==> config.mk <==
export PLATFORM = sky130hd
export DESIGN_NAME = boot_tag_reader
export DESIGN_NICKNAME = d
export VERILOG_FILES = /design/src/rtl/boot_tag_pkg.sv /design/src/rtl/qtr_tick.sv /design/src/rtl/tag_match.sv /design/src/rtl/boot_tag_reader.sv
export SDC_FILE = /design/constraint.sdc
export NUM_CORES = 1
export LEC_CHECK = 0
export BUFFER_PORTS_ARGS = -buffer_cell sky130_fd_sc_hd__buf_2
export CAP_MARGIN = 10
export CORE_AREA = 2 2 127 129
export CTS_CLUSTER_SIZE = 10
export DETAILED_ROUTE_END_ITERATION = 8
export DIE_AREA = 0 0 129 131
export SETUP_SLACK_MARGIN = 0.3
export SLEW_MARGIN = 20
export SYNTH_ARGS = -nofsm -noshare
export SYNTH_HDL_FRONTEND = slang
export SYNTH_SLANG_ARGS = --single-unit
==> constraint.sdc <==
create_clock -name clk -period 5.55 [get_ports clk]
set_clock_uncertainty 0.05 [all_clocks]
set_input_delay 0.8325 -clock clk [delete_from_list [all_inputs] [get_ports clk]]
set_output_delay 0.8325 -clock clk [all_outputs]
set_load 0.02 [all_outputs]
==> src/rtl/boot_tag_pkg.sv <==
package boot_tag_pkg;

    localparam int TAG_BYTES = 8;
    localparam int TAG_BITS  = TAG_BYTES * 8;
    localparam int TAG_COUNT = 3;

    typedef enum logic [1:0] {
        SRC_NONE = 2'b00,
        SRC_USB  = 2'b01,
        SRC_SD   = 2'b10,
        SRC_NOR  = 2'b11
    } boot_src_e;

    typedef enum logic [2:0] {
        S_IDLE,
        S_START,
        S_TX,
        S_RX,
        S_STOP,
        S_DONE
    } rd_state_e;

    // Tag text: the first character on the wire sits in the top byte.
    localparam logic [TAG_BITS-1:0] TAG_TEXT [TAG_COUNT] = '{"boot@USB", "boot@SDC", "boot@SPI"};
    localparam boot_src_e           TAG_SRC  [TAG_COUNT] = '{SRC_USB, SRC_SD, SRC_NOR};

endpackage

==> src/rtl/qtr_tick.sv <==
module qtr_tick #(
    parameter int DIV = 63
) (
    input  logic clk,
    input  logic rst_n,
    input  logic en,
    output logic tick
);
    localparam int CW = (DIV > 1) ? $clog2(DIV) : 1;

    logic [CW-1:0] cnt;

    assign tick = en && (cnt == CW'(DIV - 1));

    always_ff @(posedge clk or negedge rst_n) begin
        if (!rst_n)      cnt <= '0;
        else if (tick)   cnt <= '0;
        else if (en)     cnt <= cnt + 1'b1;
    end

    generate
        if (DIV > 1) begin : g_gap
            // quarter-bit ticks are never back to back
            p_tick_gap_r11: assert property (@(posedge clk) disable iff (!rst_n)
                tick |=> !tick);
        end
    endgenerate

endmodule

==> src/rtl/tag_match.sv <==
module tag_match
    import boot_tag_pkg::*;
(
    input  logic [TAG_BITS-1:0] word,
    output boot_src_e           src
);
    logic [TAG_COUNT-1:0] hit;

    generate
        for (genvar i = 0; i < TAG_COUNT; i++) begin : g_cmp
            assign hit[i] = (word == TAG_TEXT[i]);
        end
    endgenerate

    always_comb begin
        src = SRC_NONE;
        for (int i = TAG_COUNT - 1; i >= 0; i--) begin
            if (hit[i]) src = TAG_SRC[i];
        end
    end

endmodule

==> src/rtl/boot_tag_reader.sv <==
module boot_tag_reader
    import boot_tag_pkg::*;
#(
    parameter int         CLK_DIV    = 63,
    parameter logic [6:0] DEV_ADDR   = 7'h52,
    parameter logic [7:0] REG_OFFSET = 8'hF8
) (
    input  logic       clk,
    input  logic       rst_n,
    input  logic       sda_i,
    output logic       scl_drive_low,
    output logic       sda_drive_low,
    output logic       done,
    output logic       override_valid,
    output logic [1:0] boot_src
);
    localparam logic [3:0] SEG_AW   = 4'd0;
    localparam logic [3:0] SEG_OFF  = 4'd1;
    localparam logic [3:0] SEG_AR   = 4'd2;
    localparam logic [3:0] SEG_LAST = 4'(SEG_AR + TAG_BYTES);
    localparam logic [3:0] ACK_SLOT = 4'd8;

    rd_state_e          state;
    logic [1:0]         ph;
    logic [3:0]         bitn;
    logic [3:0]         seg;
    logic               samp;
    logic               fail;
    logic [TAG_BITS-1:0] shreg;
    logic [7:0]         tx_byte;
    logic [2:0]         tx_idx;
    logic               tick;
    boot_src_e          match;
    boot_src_e          src_q;

    qtr_tick #(.DIV(CLK_DIV)) u_tick (
        .clk  (clk),
        .rst_n(rst_n),
        .en   (state != S_DONE),
        .tick (tick)
    );

    tag_match u_match (
        .word(shreg),
        .src (match)
    );

    always_comb begin
        unique case (seg)
            SEG_AW:  tx_byte = {DEV_ADDR, 1'b0};
            SEG_OFF: tx_byte = REG_OFFSET;
            default: tx_byte = {DEV_ADDR, 1'b1};
        endcase
    end
    assign tx_idx = 3'(4'd7 - bitn);

    // State register: all progress happens on quarter-bit ticks.
    always_ff @(posedge clk or negedge rst_n) begin
        if (!rst_n) begin
            state <= S_IDLE;
            ph    <= '0;
            bitn  <= '0;
            seg   <= SEG_AW;
            samp  <= 1'b1;
            fail  <= 1'b0;
            shreg <= '0;
        end else if (tick) begin
            ph <= ph + 2'd1;
            if (ph == 2'd2) samp <= sda_i;
            if (state == S_RX && ph == 2'd2 && bitn != ACK_SLOT)
                shreg <= {shreg[TAG_BITS-2:0], sda_i};
            if (ph == 2'd3) begin
                unique case (state)
                    S_IDLE:  state <= S_START;
                    S_START: begin
                        state <= S_TX;
                        bitn  <= '0;
                    end
                    S_TX: begin
                        if (bitn != ACK_SLOT) begin
                            bitn <= bitn + 4'd1;
                        end else if (samp) begin
                            fail  <= 1'b1;
                            state <= S_STOP;
                        end else if (seg == SEG_OFF) begin
                            seg   <= SEG_AR;
                            state <= S_START;
                        end else if (seg == SEG_AR) begin
                            seg   <= seg + 4'd1;
                            bitn  <= '0;
                            state <= S_RX;
                        end else begin
                            seg  <= seg + 4'd1;
                            bitn <= '0;
                        end
                    end
                    S_RX: begin
                        if (bitn != ACK_SLOT) begin
                            bitn <= bitn + 4'd1;
                        end else if (seg == SEG_LAST) begin
                            state <= S_STOP;
                        end else begin
                            seg  <= seg + 4'd1;
                            bitn <= '0;
                        end
                    end
                    S_STOP:  state <= S_DONE;
                    default: ;
                endcase
            end
        end
    end

    // Result registers, captured once at the end of STOP.
    always_ff @(posedge clk or negedge rst_n) begin
        if (!rst_n) begin
            done           <= 1'b0;
            override_valid <= 1'b0;
            src_q          <= SRC_NONE;
        end else if (tick && state == S_STOP && ph == 2'd3) begin
            done <= 1'b1;
            if (!fail) begin
                src_q          <= match;
                override_valid <= (match != SRC_NONE);
            end
        end
    end
    assign boot_src = src_q;

    // Bus line drive, decoded from state and phase.
    always_comb begin
        scl_drive_low = 1'b0;
        sda_drive_low = 1'b0;
        unique case (state)
            S_START: begin
                scl_drive_low = (ph == 2'd0 && seg != SEG_AW) || ph == 2'd3;
                sda_drive_low = ph[1];
            end
            S_TX: begin
                scl_drive_low = (ph == 2'd0) || (ph == 2'd3);
                sda_drive_low = (bitn != ACK_SLOT) && !tx_byte[tx_idx];
            end
            S_RX: begin
                scl_drive_low = (ph == 2'd0) || (ph == 2'd3);
                sda_drive_low = (bitn == ACK_SLOT) && (seg != SEG_LAST);
            end
            S_STOP: begin
                scl_drive_low = (ph == 2'd0);
                sda_drive_low = !ph[1];
            end
            default: ;
        endcase
    end

    // completion is sticky and the result is frozen
    p_done_sticky_r10: assert property (@(posedge clk) disable iff (!rst_n)
        done |=> done && $stable(boot_src) && $stable(override_valid));

    // lines stay released once finished
    p_bus_quiet_r10: assert property (@(posedge clk) disable iff (!rst_n)
        done |-> !scl_drive_low && !sda_drive_low);

    // a NACKed phase never yields an override
    p_nack_no_override_r8: assert property (@(posedge clk) disable iff (!rst_n)
        (done && fail) |-> (!override_valid && boot_src == 2'b00));

    // SDA moves under high SCL only inside START or STOP
    p_sda_stable_high_r11: assert property (@(posedge clk) disable iff (!rst_n)
        (!scl_drive_low && !$past(scl_drive_low) && (sda_drive_low != $past(sda_drive_low)))
        |-> (state == S_START || state == S_STOP));

endmodule

==> impl_metrics.env, run 1 <==
export IMPL_status="finished clean"
export IMPL_clock_latency_ns=0.34
export IMPL_synthDistinctLibCells=62
export IMPL_cts_made_buffers=9
export IMPL_ys_seq_elements=89
export IMPL_fmax_ghz=0.334
export IMPL_tightest_slew_ns=0.781
export IMPL_total_power_mw=1.25
export IMPL_tns_ns=0
export IMPL_fp_row_count=46
export IMPL_cp_end_kind="primary output"
export IMPL_ant_nets=0
export IMPL_grt_pass1_wl_mm=13.3
export IMPL_cts_buffer_depth=2
export IMPL_cts_hold_buf=0
export IMPL_yosysSeqAreaShare=0.489
export IMPL_cts_sinks=89
export IMPL_postSynthCellCount=335
export IMPL_track_usage=0.0987
export IMPL_syn_to_final_growth_pct=9.93
export IMPL_cp_depth=7
export IMPL_die_area_sq_um=16900
export IMPL_yosysWarnings=0
export IMPL_fp_dieW_um=129
export IMPL_synth_area_leaders="dfrtp_1, mux2_4, buf_12, ha_1, mux2_1"
export IMPL_drive_above_1_share=0.289
export IMPL_ctsResizeCount=0
export IMPL_drt_vias_per_instance=4.68
export IMPL_hold_depth=1
export IMPL_finalCritPeriodShare=0.540
export IMPL_crit_start="seg[0]$_DFFE_PN0P_"
export IMPL_synthMuxAreaShare=0.222
export IMPL_setup_viol=0
export IMPL_synth_xor_area_share=0.00384
export IMPL_r2r_cells=7
export IMPL_path_cells="inv_1 -> ha_1 -> or3b_2 -> a21o_1 -> a22oi_1 -> o21ai_0 -> buf_2"
export IMPL_cp_start_kind="flip-flop"
export IMPL_slew_limit_headroom=0.479
export IMPL_synth_top_cell_area_share=0.483
export IMPL_cp_top_family="simple AND/OR/NAND/NOR gates"
export IMPL_synth_top_family_by_area="multiplexers"
export IMPL_crit_buf_inv=2
export IMPL_yosysTopAreaCell="dfrtp_1"
export IMPL_io_buffers=8
export IMPL_drt_pass1_iter_count=4
export IMPL_fin_crit_ns=3.00
export IMPL_worst_setup_path_type="flip-flop to primary output"
export IMPL_powerDensity_nw_per_um2=250
export IMPL_drt_iter0_markers=130
export IMPL_wl_per_cell_um=13.7
export IMPL_synth_compound_area_frac=0.0763
export IMPL_hold_class="flip-flop to flip-flop"
export IMPL_antenna_found_initial=0
export IMPL_cts_root_buf="clkbuf_16"
export IMPL_synthMostInstantiatedCell="dfrtp_1"
export IMPL_htreeDepth=3
export IMPL_synth_edf_count=0
export IMPL_r2r_start="bitn[0]$_DFFE_PN0P_"
export IMPL_max_stage_delay_ns=0.45
export IMPL_p_leak_nw=2.26
export IMPL_maxCapViolations=0
export IMPL_ir_drop_uv=150
export IMPL_netlist_area_sq_um=4560
export IMPL_wirelength_mm=7.70
export IMPL_die_h_um=131
export IMPL_hold_viol=0
export IMPL_synth_adder_area_share=0.0302
export IMPL_synth_simple_gate_area_share=0.130
export IMPL_cts_tree="built"
export IMPL_slowest_stage="or3b_2"
export IMPL_core_area_sq_um=15600
export IMPL_clk_pin_slew_ns=0.06
export IMPL_worstHoldStart="fail$_DFFE_PN0P_"
export IMPL_start_util=0.292
export IMPL_ys_async_sr_fraction=1.00
export IMPL_syn_num_nets=349
export IMPL_grt_pass1_vias=2652
export IMPL_hpwl_mm=5.05
export IMPL_synth_flop_cell="dfrtp_1"
export IMPL_n_antenna_cell=0
export IMPL_avgSynthCellArea_sq_um=13.6
export IMPL_num_vias=2628
export IMPL_rsz0062_at_grt="false"
export IMPL_path_max_fanout=6
export IMPL_grt_start_max_net_pins=90
export IMPL_cp_arrival_ns=2.12
export IMPL_gp_congestion=0.804
export IMPL_drv_slew=0
export IMPL_io_pins=9
export IMPL_grt_overflow_total=0
export IMPL_finalNetCount=356
export IMPL_cts_setup_buffers=0
export IMPL_synthTopCellsByCount="dfrtp_1, mux2_4, nand2_1"
export IMPL_required_ns=4.67
export IMPL_drc_errors=0
power breakdown:
part | switching (mW) | internal (mW) | leakage (nW) | total [mW]
Sequential | 0.000523 | 0.649 | 1.23 | 0.650
Clock | 0.242 | 0.344 | 0.145 | 0.586
Combinational | 0.0134 | 0.00180 | 0.887 | 0.0152
Total | 0.255 | 0.996 | 2.26 | 1.25
final timing paths:
check / end / slack [ns]
max in group asynchronous: shreg[45]$_DFFE_PN0P_ / 4.41
worst min-delay path: fail$_DFFE_PN0P_ / 0.43
worst max-delay path: scl_drive_low / 2.55
min in group asynchronous: ph[0]$_DFFE_PN0N_ / 0.50
worst min register to register: fail$_DFFE_PN0P_ / 0.43
worst max register to register: shreg[53]$_DFFE_PN0P_ / 3.03
logic make-up (layout without fill, tap and decap cells):
family          after synthesis  count (layout)
flops                        89              89
xor+xnor                      2               2
buf+inv                      26              37
mux                          70              70
fa+ha+maj                    11              11
compound gates               48              48
simple gates                 89              89
area by class of cell:
type,count,area [sq um]
repair buffers,9,73.8
well taps,216,270
fillers,1570,10600
inverters,13,48.8
clock inverters,6,58.8
clock buffers,9,225
flip-flops and latches,89,2230
multi-input cells,220,2110
registers in the layout, summed over array words and instances (netlist names):
name            flops
seg                 4
boot_src            2
fail                1
u_tick.cnt          6
shreg              64
override_valid      1
bitn                4
samp                1
state               3
done                1
ph                  2
per-stage QoR:
stage	worst slack (ns)	hold WS, ns	utilization	std cells	area [sq um]
floorplan	3.04	0.379	-	335	4560
global placement	2.94	0.397	0.301	546	4700
detailed placement	2.87	0.423	0.301	546	4700
CTS	2.54	0.442	0.319	561	4980
global route	2.45	0.453	0.321	562	5010
finish	2.55	0.432	0.321	562	5010
metal layers:
metal  vias up  GRT usage  share of wire
met5         -          0              0
met3         8     0.0171          0.024
met1      1339      0.138           0.49
li1       1252          -              -
met2        29      0.151           0.47
met4         0     0.0422          0.016
cell usage in the layout (no fill, tap or decap), types with 8 or more instances in the layout:
cell type,count
mux2_4,60
o31ai_1,8
a21oi_1,8
nand2_1,16
ha_1,11
dfrtp_1,88
clkbuf_16,9
nand3_1,11
nor2_1,10
o21ai_0,8
nand4_1,8
inv_1,13
No activity file was read; power rests on OpenSTA's default activity.
==> run 2, diff against run 1 <==
--- a/config.mk
+++ b/config.mk
@@ -5,12 +5,13 @@
 export SDC_FILE = /design/constraint.sdc
 export NUM_CORES = 1
 export LEC_CHECK = 0
+export ABC_AREA = 1
 export BUFFER_PORTS_ARGS = -buffer_cell sky130_fd_sc_hd__buf_2
 export CAP_MARGIN = 10
-export CORE_AREA = 2 2 127 129
+export CORE_AREA = 2 2 128 130
 export CTS_CLUSTER_SIZE = 10
 export DETAILED_ROUTE_END_ITERATION = 8
-export DIE_AREA = 0 0 129 131
+export DIE_AREA = 0 0 130 132
 export SETUP_SLACK_MARGIN = 0.3
 export SLEW_MARGIN = 20
 export SYNTH_ARGS = -nofsm -noshare
==> constraint.sdc (replaced) <==
create_clock -name clk -period 3 [get_ports clk]
set_clock_uncertainty 0.05 [all_clocks]
set_input_delay 0.45 -clock clk [delete_from_list [all_inputs] [get_ports clk]]
set_output_delay 0.45 -clock clk [all_outputs]
set_load 0.02 [all_outputs]
==> impl_metrics.env, run 2 <==
export IMPL_die_h_um=132
export IMPL_synth_edf_count=0
export IMPL_synth_top_cell_area_share=0.471
export IMPL_rsz0062_at_grt="false"
export IMPL_core_area_sq_um=15700
export IMPL_fp_row_count=46
export IMPL_ant_nets=0
export IMPL_ys_async_sr_fraction=1.00
export IMPL_fmax_ghz=0.432
export IMPL_fp_dieW_um=130
export IMPL_drt_iter0_markers=159
export IMPL_grt_overflow_total=0
export IMPL_path_max_fanout=5
export IMPL_reg_top3="shreg x64, u_tick.cnt x6"
export IMPL_final_cell_area_sq_um=5160
export IMPL_synth_adder_area_share=0.0294
export IMPL_drc_errors=0
export IMPL_synthMuxAreaShare=0
export IMPL_ir_drop_uv=279
export IMPL_cts_root_buf="clkbuf_16"
export IMPL_track_usage=0.0947
export IMPL_drive_above_1_share=0.224
export IMPL_grt_pass1_vias=3085
export IMPL_synth_top_family_by_area="simple AND/OR/NAND/NOR gates"
export IMPL_yosysWarnings=0
export IMPL_htreeDepth=3
export IMPL_synth_simple_gate_area_share=0.224
export IMPL_cts_hold_buf=0
export IMPL_antenna_found_initial=0
export IMPL_final_common_cell="nand2_1"
export IMPL_grt_start_max_net_pins=90
export IMPL_layout_common_cells="nand2_1, dfrtp_1, inv_1"
export IMPL_start_util=0.297
export IMPL_cts_made_buffers=9
export IMPL_tightest_slew_ns=0.794
export IMPL_cts_buffer_depth=2
export IMPL_drv_slew=0
export IMPL_die_area_sq_um=17200
export IMPL_cp_end_kind="primary output"
export IMPL_powerDensity_nw_per_um2=458
export IMPL_setup_viol=0
export IMPL_synthDistinctLibCells=37
export IMPL_gp_congestion=0.868
export IMPL_synth_area_leaders="dfrtp_1, nand2_1, o21ai_2, inv_1, nor2_1"
export IMPL_wirelength_mm=7.41
export IMPL_place_ws_ns=1.04
export IMPL_maxCapViolations=0
export IMPL_cp_arrival_ns=1.82
export IMPL_io_buffers=8
export IMPL_drt_vias_per_instance=4.22
export IMPL_total_power_mw=2.36
export IMPL_grt_pass1_wl_mm=13.4
export IMPL_hpwl_mm=5.07
export IMPL_clk_pin_slew_ns=0.06
export IMPL_synth_compound_area_frac=0.162
export IMPL_finalCritPeriodShare=0.772
export IMPL_finalNonFillerCells=760
export IMPL_place_area_sq_um=4850
export IMPL_tns_ns=0
export IMPL_hold_class="input port to asynchronous set/reset pin"
export IMPL_yosysTopAreaCell="dfrtp_1"
export IMPL_required_ns=2.50
export IMPL_largest_register="shreg"
export IMPL_hold_viol=0
export IMPL_largest_register_ffs=64
export IMPL_netlist_area_sq_um=4670
export IMPL_synthTopCellsByCount="nand2_1, dfrtp_1, inv_1"
export IMPL_fin_crit_ns=2.32
export IMPL_synth_xor_area_share=0.00749
export IMPL_yosysSeqAreaShare=0.477
export IMPL_num_vias=3205
export IMPL_io_pins=9
export IMPL_ys_seq_elements=89
export IMPL_status="finished clean"
export IMPL_syn_num_nets=546
export IMPL_ctsResizeCount=0
export IMPL_placed_cells=744
export IMPL_n_antenna_cell=0
export IMPL_drt_pass1_iter_count=4
export IMPL_cts_setup_buffers=0
export IMPL_postSynthCellCount=532
export IMPL_cts_sinks=89
export IMPL_avgSynthCellArea_sq_um=8.79
export IMPL_finalNetCount=553
export IMPL_worst_setup_path_type="flip-flop to primary output"
export IMPL_slew_limit_headroom=0.471
export IMPL_p_leak_nw=2.41
export IMPL_layout_setup_ws_ns=0.683
export IMPL_holdWs_ns=0.134
export IMPL_cp_start_kind="flip-flop"
export IMPL_wl_per_cell_um=9.75
export IMPL_post_route_util=0.329
export IMPL_synth_flop_cell="dfrtp_1"
export IMPL_cts_tree="built"
export IMPL_clock_latency_ns=0.34
export IMPL_synthMostInstantiatedCell="nand2_1"
export IMPL_syn_to_final_growth_pct=10.4
## run 2: changes by cell type in the layout (fill, tap and decap cells not counted), sizes merged, moves of 6 or more
| cell | delta |
|---|---|
| nand2 | +109 |
| nor2 | +79 |
| mux2 | -69 |
| inv | +65 |
| o21ai | +45 |
| a21oi | +26 |
| nand3 | +7 |
| nor4bb | -7 |
| o31ai | -7 |
| nand4 | -6 |
## run 2: worst max-delay path: stages, from the launching register on
cell and delay (ns):
dfrtp_1 0.42, inv_1 0.10, ha_1 0.21, nand3_2 0.15, inv_1 0.12, a211oi_1 0.17
nand2_1 0.08, nand3_1 0.07, buf_2 0.16
## run 2: worst paths after layout
kind | from | to | slack (ns) | cells after the start
worst max-delay path | bitn[0]$_DFFE_PN0P_ | sda_drive_low | 0.68 | 8
worst min-delay path | rst_n | bitn[0]$_DFFE_PN0P_ | 0.13 | 1
worst max register to register | u_tick.cnt[0]$_DFFE_PN0P_ | shreg[9]$_DFFE_PN0P_ | 1.09 | 10
worst min register to register | fail$_DFFE_PN0P_ | fail$_DFFE_PN0P_ | 0.41 | 2
max in group asynchronous | rst_n | shreg[24]$_DFFE_PN0P_ | 2.24 | 1
min in group clk | sda_i | shreg[0]$_DFFE_PN0P_ | 0.36 | 3
## run 2: cell families after synthesis
family | Yosys count
xor gates and xnor gates | 4
and+or+nand+nor | 237
adders and majority gates | 11
DFF | 89
buffers and inverters | 92
AOI/OAI and AO/OA | 99
## run 2: where the power goes
group | switching, mW | total [mW] | internal, mW
Sequential | 0 | 1.20 | 1.20
Clock | 0.468 | 1.14 | 0.669
Combinational | 0.0232 | 0.0250 | 0.00183
## run 2: area by class of cell
cell class	count	area, sq um
Multi-Input combinational cell	351	1970
Tap cell	216	270
Timing Repair Buffer	10	86.3
Clock inverter	6	66.3
Sequential cell	89	2230
Fill cell	1587	10600
Clock buffer	10	239
Inverter	78	298
## run 2: per-layer routing
metal  vias up  share of wire  track usage
li1       1670              -            -
met1      1492           0.48        0.120
met2        30           0.47        0.153
met3        13          0.029       0.0272
met4         0          0.014       0.0352
met5         -              0            0
